`config.mk`:
```
export PLATFORM = sky130hd
export DESIGN_NAME = dsel_sram
export DESIGN_NICKNAME = d
export VERILOG_FILES = /design/src/rtl/dsel_sram_pkg.sv /design/src/rtl/dss_decode.sv /design/src/rtl/dss_array.sv /design/src/rtl/dss_drive.sv /design/src/rtl/dsel_sram.sv
export SDC_FILE = /design/constraint.sdc
export NUM_CORES = 2
export LEC_CHECK = 0
export ABC_AREA = 0
export BUFFER_PORTS_ARGS = -buffer_cell sky130_fd_sc_hd__buf_2
export CORE_ASPECT_RATIO = 0.5
export CORE_UTILIZATION = 30
export DETAILED_ROUTE_END_ITERATION = 7
export PLACE_DENSITY = 0.4
export SYNTH_ARGS = -nofsm -noshare
export SYNTH_HDL_FRONTEND = slang
export SYNTH_HIERARCHICAL = 1
export SYNTH_SLANG_ARGS = --single-unit
```
`constraint.sdc`:
```
create_clock -name clk -period 7.9 [get_ports clk]
set_clock_uncertainty 0.1 [all_clocks]
set_input_delay 1.58 -clock clk [delete_from_list [all_inputs] [get_ports clk]]
set_output_delay 1.58 -clock clk [all_outputs]
set_load 0.005 [all_outputs]
```
`src/rtl/dsel_sram_pkg.sv`:
```
package dsel_sram_pkg;

  // Control modes the port can be in during one cycle.
  typedef enum logic [1:0] {
    PORT_IDLE  = 2'd0,
    PORT_WRITE = 2'd1,
    PORT_READ  = 2'd2
  } port_mode_e;

  // Both selects must be at their active level.
  function automatic logic both_selected(input logic lo_n, input logic hi);
    return (lo_n == 1'b0) && (hi == 1'b1);
  endfunction

  // Resolve the cycle's port mode from the control pins.
  function automatic port_mode_e resolve_mode(input logic run,
                                               input logic sel,
                                               input logic strobe_n,
                                               input logic off);
    port_mode_e m;
    m = PORT_IDLE;
    if (run && sel) begin
      if (!strobe_n)  m = PORT_WRITE;
      else if (!off)  m = PORT_READ;
    end
    return m;
  endfunction

endpackage

```
`src/rtl/dss_decode.sv`:
```
module dss_decode
  import dsel_sram_pkg::*;
(
  input  logic rst_n,
  input  logic wr_n,
  input  logic sel_lo_n,
  input  logic sel_hi,
  input  logic out_off,
  output logic sel,
  output logic wr_fire,
  output logic rd_fire
);

  port_mode_e mode;

  always_comb begin
    sel     = both_selected(sel_lo_n, sel_hi);
    mode    = resolve_mode(rst_n, sel, wr_n, out_off);
    wr_fire = (mode == PORT_WRITE);
    rd_fire = (mode == PORT_READ);
  end

endmodule

```
`src/rtl/dss_array.sv`:
```
module dss_array #(
  parameter int ADDR_W = 10,
  parameter int DATA_W = 4
) (
  input  logic              clk,
  input  logic              wr_en,
  input  logic [ADDR_W-1:0] addr,
  input  logic [DATA_W-1:0] wr_data,
  output logic [DATA_W-1:0] rd_data
);

  localparam int DEPTH = 1 << ADDR_W;

  logic [DATA_W-1:0] mem [DEPTH];

  always_ff @(posedge clk) begin
    if (wr_en) mem[addr] <= wr_data;
  end

  assign rd_data = mem[addr];

endmodule

```
`src/rtl/dss_drive.sv`:
```
module dss_drive #(
  parameter int DATA_W = 4
) (
  input  logic              rd_fire,
  input  logic [DATA_W-1:0] word,
  output logic [DATA_W-1:0] dout,
  output logic              doe
);

  for (genvar b = 0; b < DATA_W; b++) begin : g_bit
    assign dout[b] = rd_fire & word[b];
  end

  assign doe = rd_fire;

endmodule

```
`src/rtl/dsel_sram.sv`:
```
module dsel_sram #(
  parameter int ADDR_W = 10,
  parameter int DATA_W = 4
) (
  input  logic              clk,
  input  logic              rst_n,
  input  logic [ADDR_W-1:0] addr,
  input  logic [DATA_W-1:0] din,
  input  logic              wr_n,
  input  logic              sel_lo_n,
  input  logic              sel_hi,
  input  logic              out_off,
  output logic [DATA_W-1:0] dout,
  output logic              doe
);

  // Internal events, named for the checker.
  logic              sel;
  logic              wr_fire;
  logic              rd_fire;
  logic [DATA_W-1:0] word;

  dss_decode u_decode (
    .rst_n    (rst_n),
    .wr_n     (wr_n),
    .sel_lo_n (sel_lo_n),
    .sel_hi   (sel_hi),
    .out_off  (out_off),
    .sel      (sel),
    .wr_fire  (wr_fire),
    .rd_fire  (rd_fire)
  );

  dss_array #(.ADDR_W(ADDR_W), .DATA_W(DATA_W)) u_array (
    .clk     (clk),
    .wr_en   (wr_fire),
    .addr    (addr),
    .wr_data (din),
    .rd_data (word)
  );

  dss_drive #(.DATA_W(DATA_W)) u_drive (
    .rd_fire (rd_fire),
    .word    (word),
    .dout    (dout),
    .doe     (doe)
  );

endmodule

```
# Word level (Yosys, flattened, before mapping)
# Memories as Yosys holds them, arrays and structs flattened.
# Cells that the tools add are included.
[op_classes]
addsub = 0
n_mul = 0
n_div = 0
order_cmp = 0
eq_ne = 2
shift = 0
mux = 5
n_bitwise = 5
n_reduce_logical = 2
[op_table]
columns = ["cell", "n"]
rows = [
  ["$mux W2", 3],
  ["$and A1 B1 Y1", 4],
  ["$eq A2 B1 Y1 const B", 1],
  ["$eq A2 B2 Y1 const B", 1],
  ["$logic_and A1 B1 Y1", 2],
  ["$mux W1", 2],
  ["$not A1 Y1", 1],
]
[word_totals]
reg_bits = 0
latchBits = 0
ram_bits = 4096
romBits = 0
inputBits = 20
mem_count = 1
[mem_list]
columns = ["name", "depth", "word_bits", "rd", "rd_ports_with_merged_regs", "wr", "line", "source"]
rows = [
  ["u_array.mem", 1024, 4, 1, 0, 1, "dss_array.sv:14", "logic [DATA_W-1:0] mem [DEPTH];"],
]

# Longest topological paths before layout
[depth]
word_depth = 7
ltp_mapped = 14
mapped_depth_nobuf = 8

# Hierarchy
# The synthesis kept the hierarchy.
[modules_own_cells]
columns = ["module", "n_inst", "cells_per_inst", "area_per_inst_um2"]
rows = [
  ["dss_array", 1, 8915, 160769.2],
  ["dss_decode", 1, 4, 42.5],
  ["dss_drive", 1, 5, 32.5],
]

# Worst setup path before layout
# Ideal clock, no wire load.
[synth_timing]
path_type = "input to output"
from = "input addr[0]"
to = "output dout[1]"
arrival_time_ns = 3.786
t_required_ns = 6.220
slack_ns = 2.434
stages = 11
cell_sequence = "buf_6 buf_6 buf_4 buf_2 mux4_2 a22oi_1 nand2_1 a32o_1 a211oi_2 nand4b_1 and2_1"
[synth_via]
elab_chain_len = 2
[synth_lines]
columns = ["element", "line", "source"]
rows = [
  ["from (decl)", "dsel_sram.sv:7", "input logic [ADDR_W-1:0] addr,"],
  ["$mem_v2 Z1024 W4", "-", ""],
  ["named net word[1]", "dsel_sram.sv:21", "logic [DATA_W-1:0] word;"],
  ["$and A1 B1 Y1", "dss_drive.sv:11", "assign dout[b] = rd_fire & word[b];"],
  ["to (decl)", "dsel_sram.sv:13", "output logic [DATA_W-1:0] dout,"],
]
# The timed path passes the listed nets, and every way through them passes these cells.

# Worst setup path after layout
[layout_timing]
from = "input addr[1]"
to = "output dout[0]"
# Same word-level chain as after synthesis.

==> summary.txt <==
per-cell routed wire length: 33.1 um
die width: 1.04 mm
violation count after the first detailed-route iteration: 9417
first drt pass iteration count: 5
Final nets: 9161
GPL Wtd Cong: 0.777
Setup TNS: 0 ns
Final Instance Count excl. Fillers: 16500
CP Capture Type: primary output
post-DR vias/cell: 5.24
net switching power: 0.0100 W
CP max stage cell: nor4_1
Gate power share: 4.7%
CP arrival: 6.16 ns
critical path type: primary input to primary output
num ports: 25
PD cells: 245 nW/um2
core footprint: 532000 um2
CTS H-tree lvls: 5
gr usage total: 19.8%
Syn-to-layout area delta: 14.6%
Net Sw Frac: 22.2%
commonest non-fill, non-tap cells in the layout: 4096 x edfxtp_1, 1235 x mux2i_1, 1134 x nor2_1
fin util: 34.6%
design area: 184000 um2
Remaining DRCs: 0
unrepaired setup endpoints after global routing: no
status: complete, no violations
slowest stage delay, CP: 0.59 ns
top flop regs: u_array/mem x4096
fmax: 128 MHz
VDD IR-drop max: 0.185 mV
drt total wl: 547 mm
area of the multi-input gates: 35200 um2
commonest non-fill, non-tap cell in the layout: edfxtp_1
Rows: 189
Hold-fix buffers, CTS: 0
Final ANT Viol Nets: 0
clk slew on worst S/H paths: 0.06 ns
worst slew margin relative to its limit: 7.55%
Vias: 86700
largest reg by FF count: u_array/mem
Final Slew Violations: 0
Pleak: 58.8 nW
Avg Cell Area, Syn: 18.0 um2
DPL Wire Length: 334 mm
Sequential Area: 123000 um2
post-route minimum period: 7.84 ns
pin count of the biggest net entering global routing: 195
Initial Util: 30.2%
Chip Height: 520 um
Worst setup startpoint: addr[1]
Final Power: 0.0452 W
yosys warns: 6
Die Area: 539000 um2
Port Buf Inserts: 24
Synthesized Nets: 8943
CTS tree: yes
crit path launch type: primary input
register share of total power: 52.9%
initial antenna violation count: 73
slew at the pin with the worst max-slew slack: 1.38 ns
first-pass GRT wire length: 744 mm
share of cells above drive strength 1: 15.8%
Largest register FFs: 4096
CTS Buffer Depth: 4
post-route clock period utilization: 99.2%
Max FO, Critical Path: 38
Worst Setup EP: dout[0]
fillcell total: 50300
Synth Instances: 8923
clock sinks: 4096
CP Data Required Time: 6.22 ns
clock root cell: clkbuf_16
crit path cell chain: buf_12, buf_12, buf_12, buf_4, mux2i_1, o22ai_1, nor4_1, nand3_1, nand4_1, buf_4, o31a_1, nand4b_1, buf_4, and2_1, buf_2
Placed Cells: 15800
overflow left after global routing: 0
CTS buffer count: 400
DP Area: 172000 um2
clock power share: 42.4%
Max-Cap Viols: 0
Setup Viol. Count Final: 0
HP Class: primary input to flip-flop
Final Hold Fails: 0
number of global-route vias before repair: 86300
Netlist Area Pre-Place: 161000 um2
internal power: 0.0352 W
setup repair bufs after CTS: 0
CTS-repair resized insts: 0
-- worst max-delay path: cells and delay by family --
| family | cells | cell delay, ns |
|---|---|---|
| AND/OR/NAND/NOR | 5 | 1.58 |
| buffers and inverters | 7 | 1.85 |
| multiplexers | 1 | 0.44 |
| AO/OA/AOI/OAI | 2 | 0.53 |
-- metrics by stage --
stage | hold slack (ns) | setup slack (ns)
floorplan | 1.58 | 2.43
global placement | 1.97 | 0.0121
detailed placement | 1.98 | 0.0250
CTS | 0.851 | 0.0154
global route | 0.880 | 0.0617
finish | 0.900 | 0.0627
-- final cells by class --
class	count	share of cell area [%]
Clock buffer	483	5.66
Timing Repair Buffer	448	2.51
Tap cell	7067	4.80
Sequential cell	4096	66.7
Multi-Input combinational cell	4192	19.1
Inverter	3	0.00747
Clock inverter	239	1.22
Antenna cell	11	0.0149
-- metal layers --
layer,track usage (%),wire length [um],up-vias
li1,-,-,36200
met1,30.0,259000,47100
met2,30.1,243000,2886
met3,3.28,35800,544
met4,3.38,9230,4
met5,0,23,-
-- power by group through the flow --
stage                     clock network (W)  logic (W)  registers (W)
final                                0.0192    0.00212         0.0239
after floorplan                           0   0.000978         0.0244
after detailed placement                  0    0.00215         0.0244
after global placement                    0    0.00215         0.0244
after global routing                 0.0204    0.00222         0.0239
after CTS                            0.0196    0.00215         0.0239
-- worst min-delay path by stage --
stage / start / to / slack [ns] / cells past startpoint
floorplan: din[0] / u_array/mem[0][0] / 1.58 / 0
global placement: din[0] / u_array/mem[39][0] / 1.97 / 1
detailed placement: din[0] / u_array/mem[39][0] / 1.98 / 1
CTS: din[0] / u_array/mem[115][0] / 0.85 / 1
global route: din[0] / u_array/mem[113][0] / 0.88 / 1
finish: din[0] / u_array/mem[113][0] / 0.90 / 1
Power figures use the tool's default switching activity.
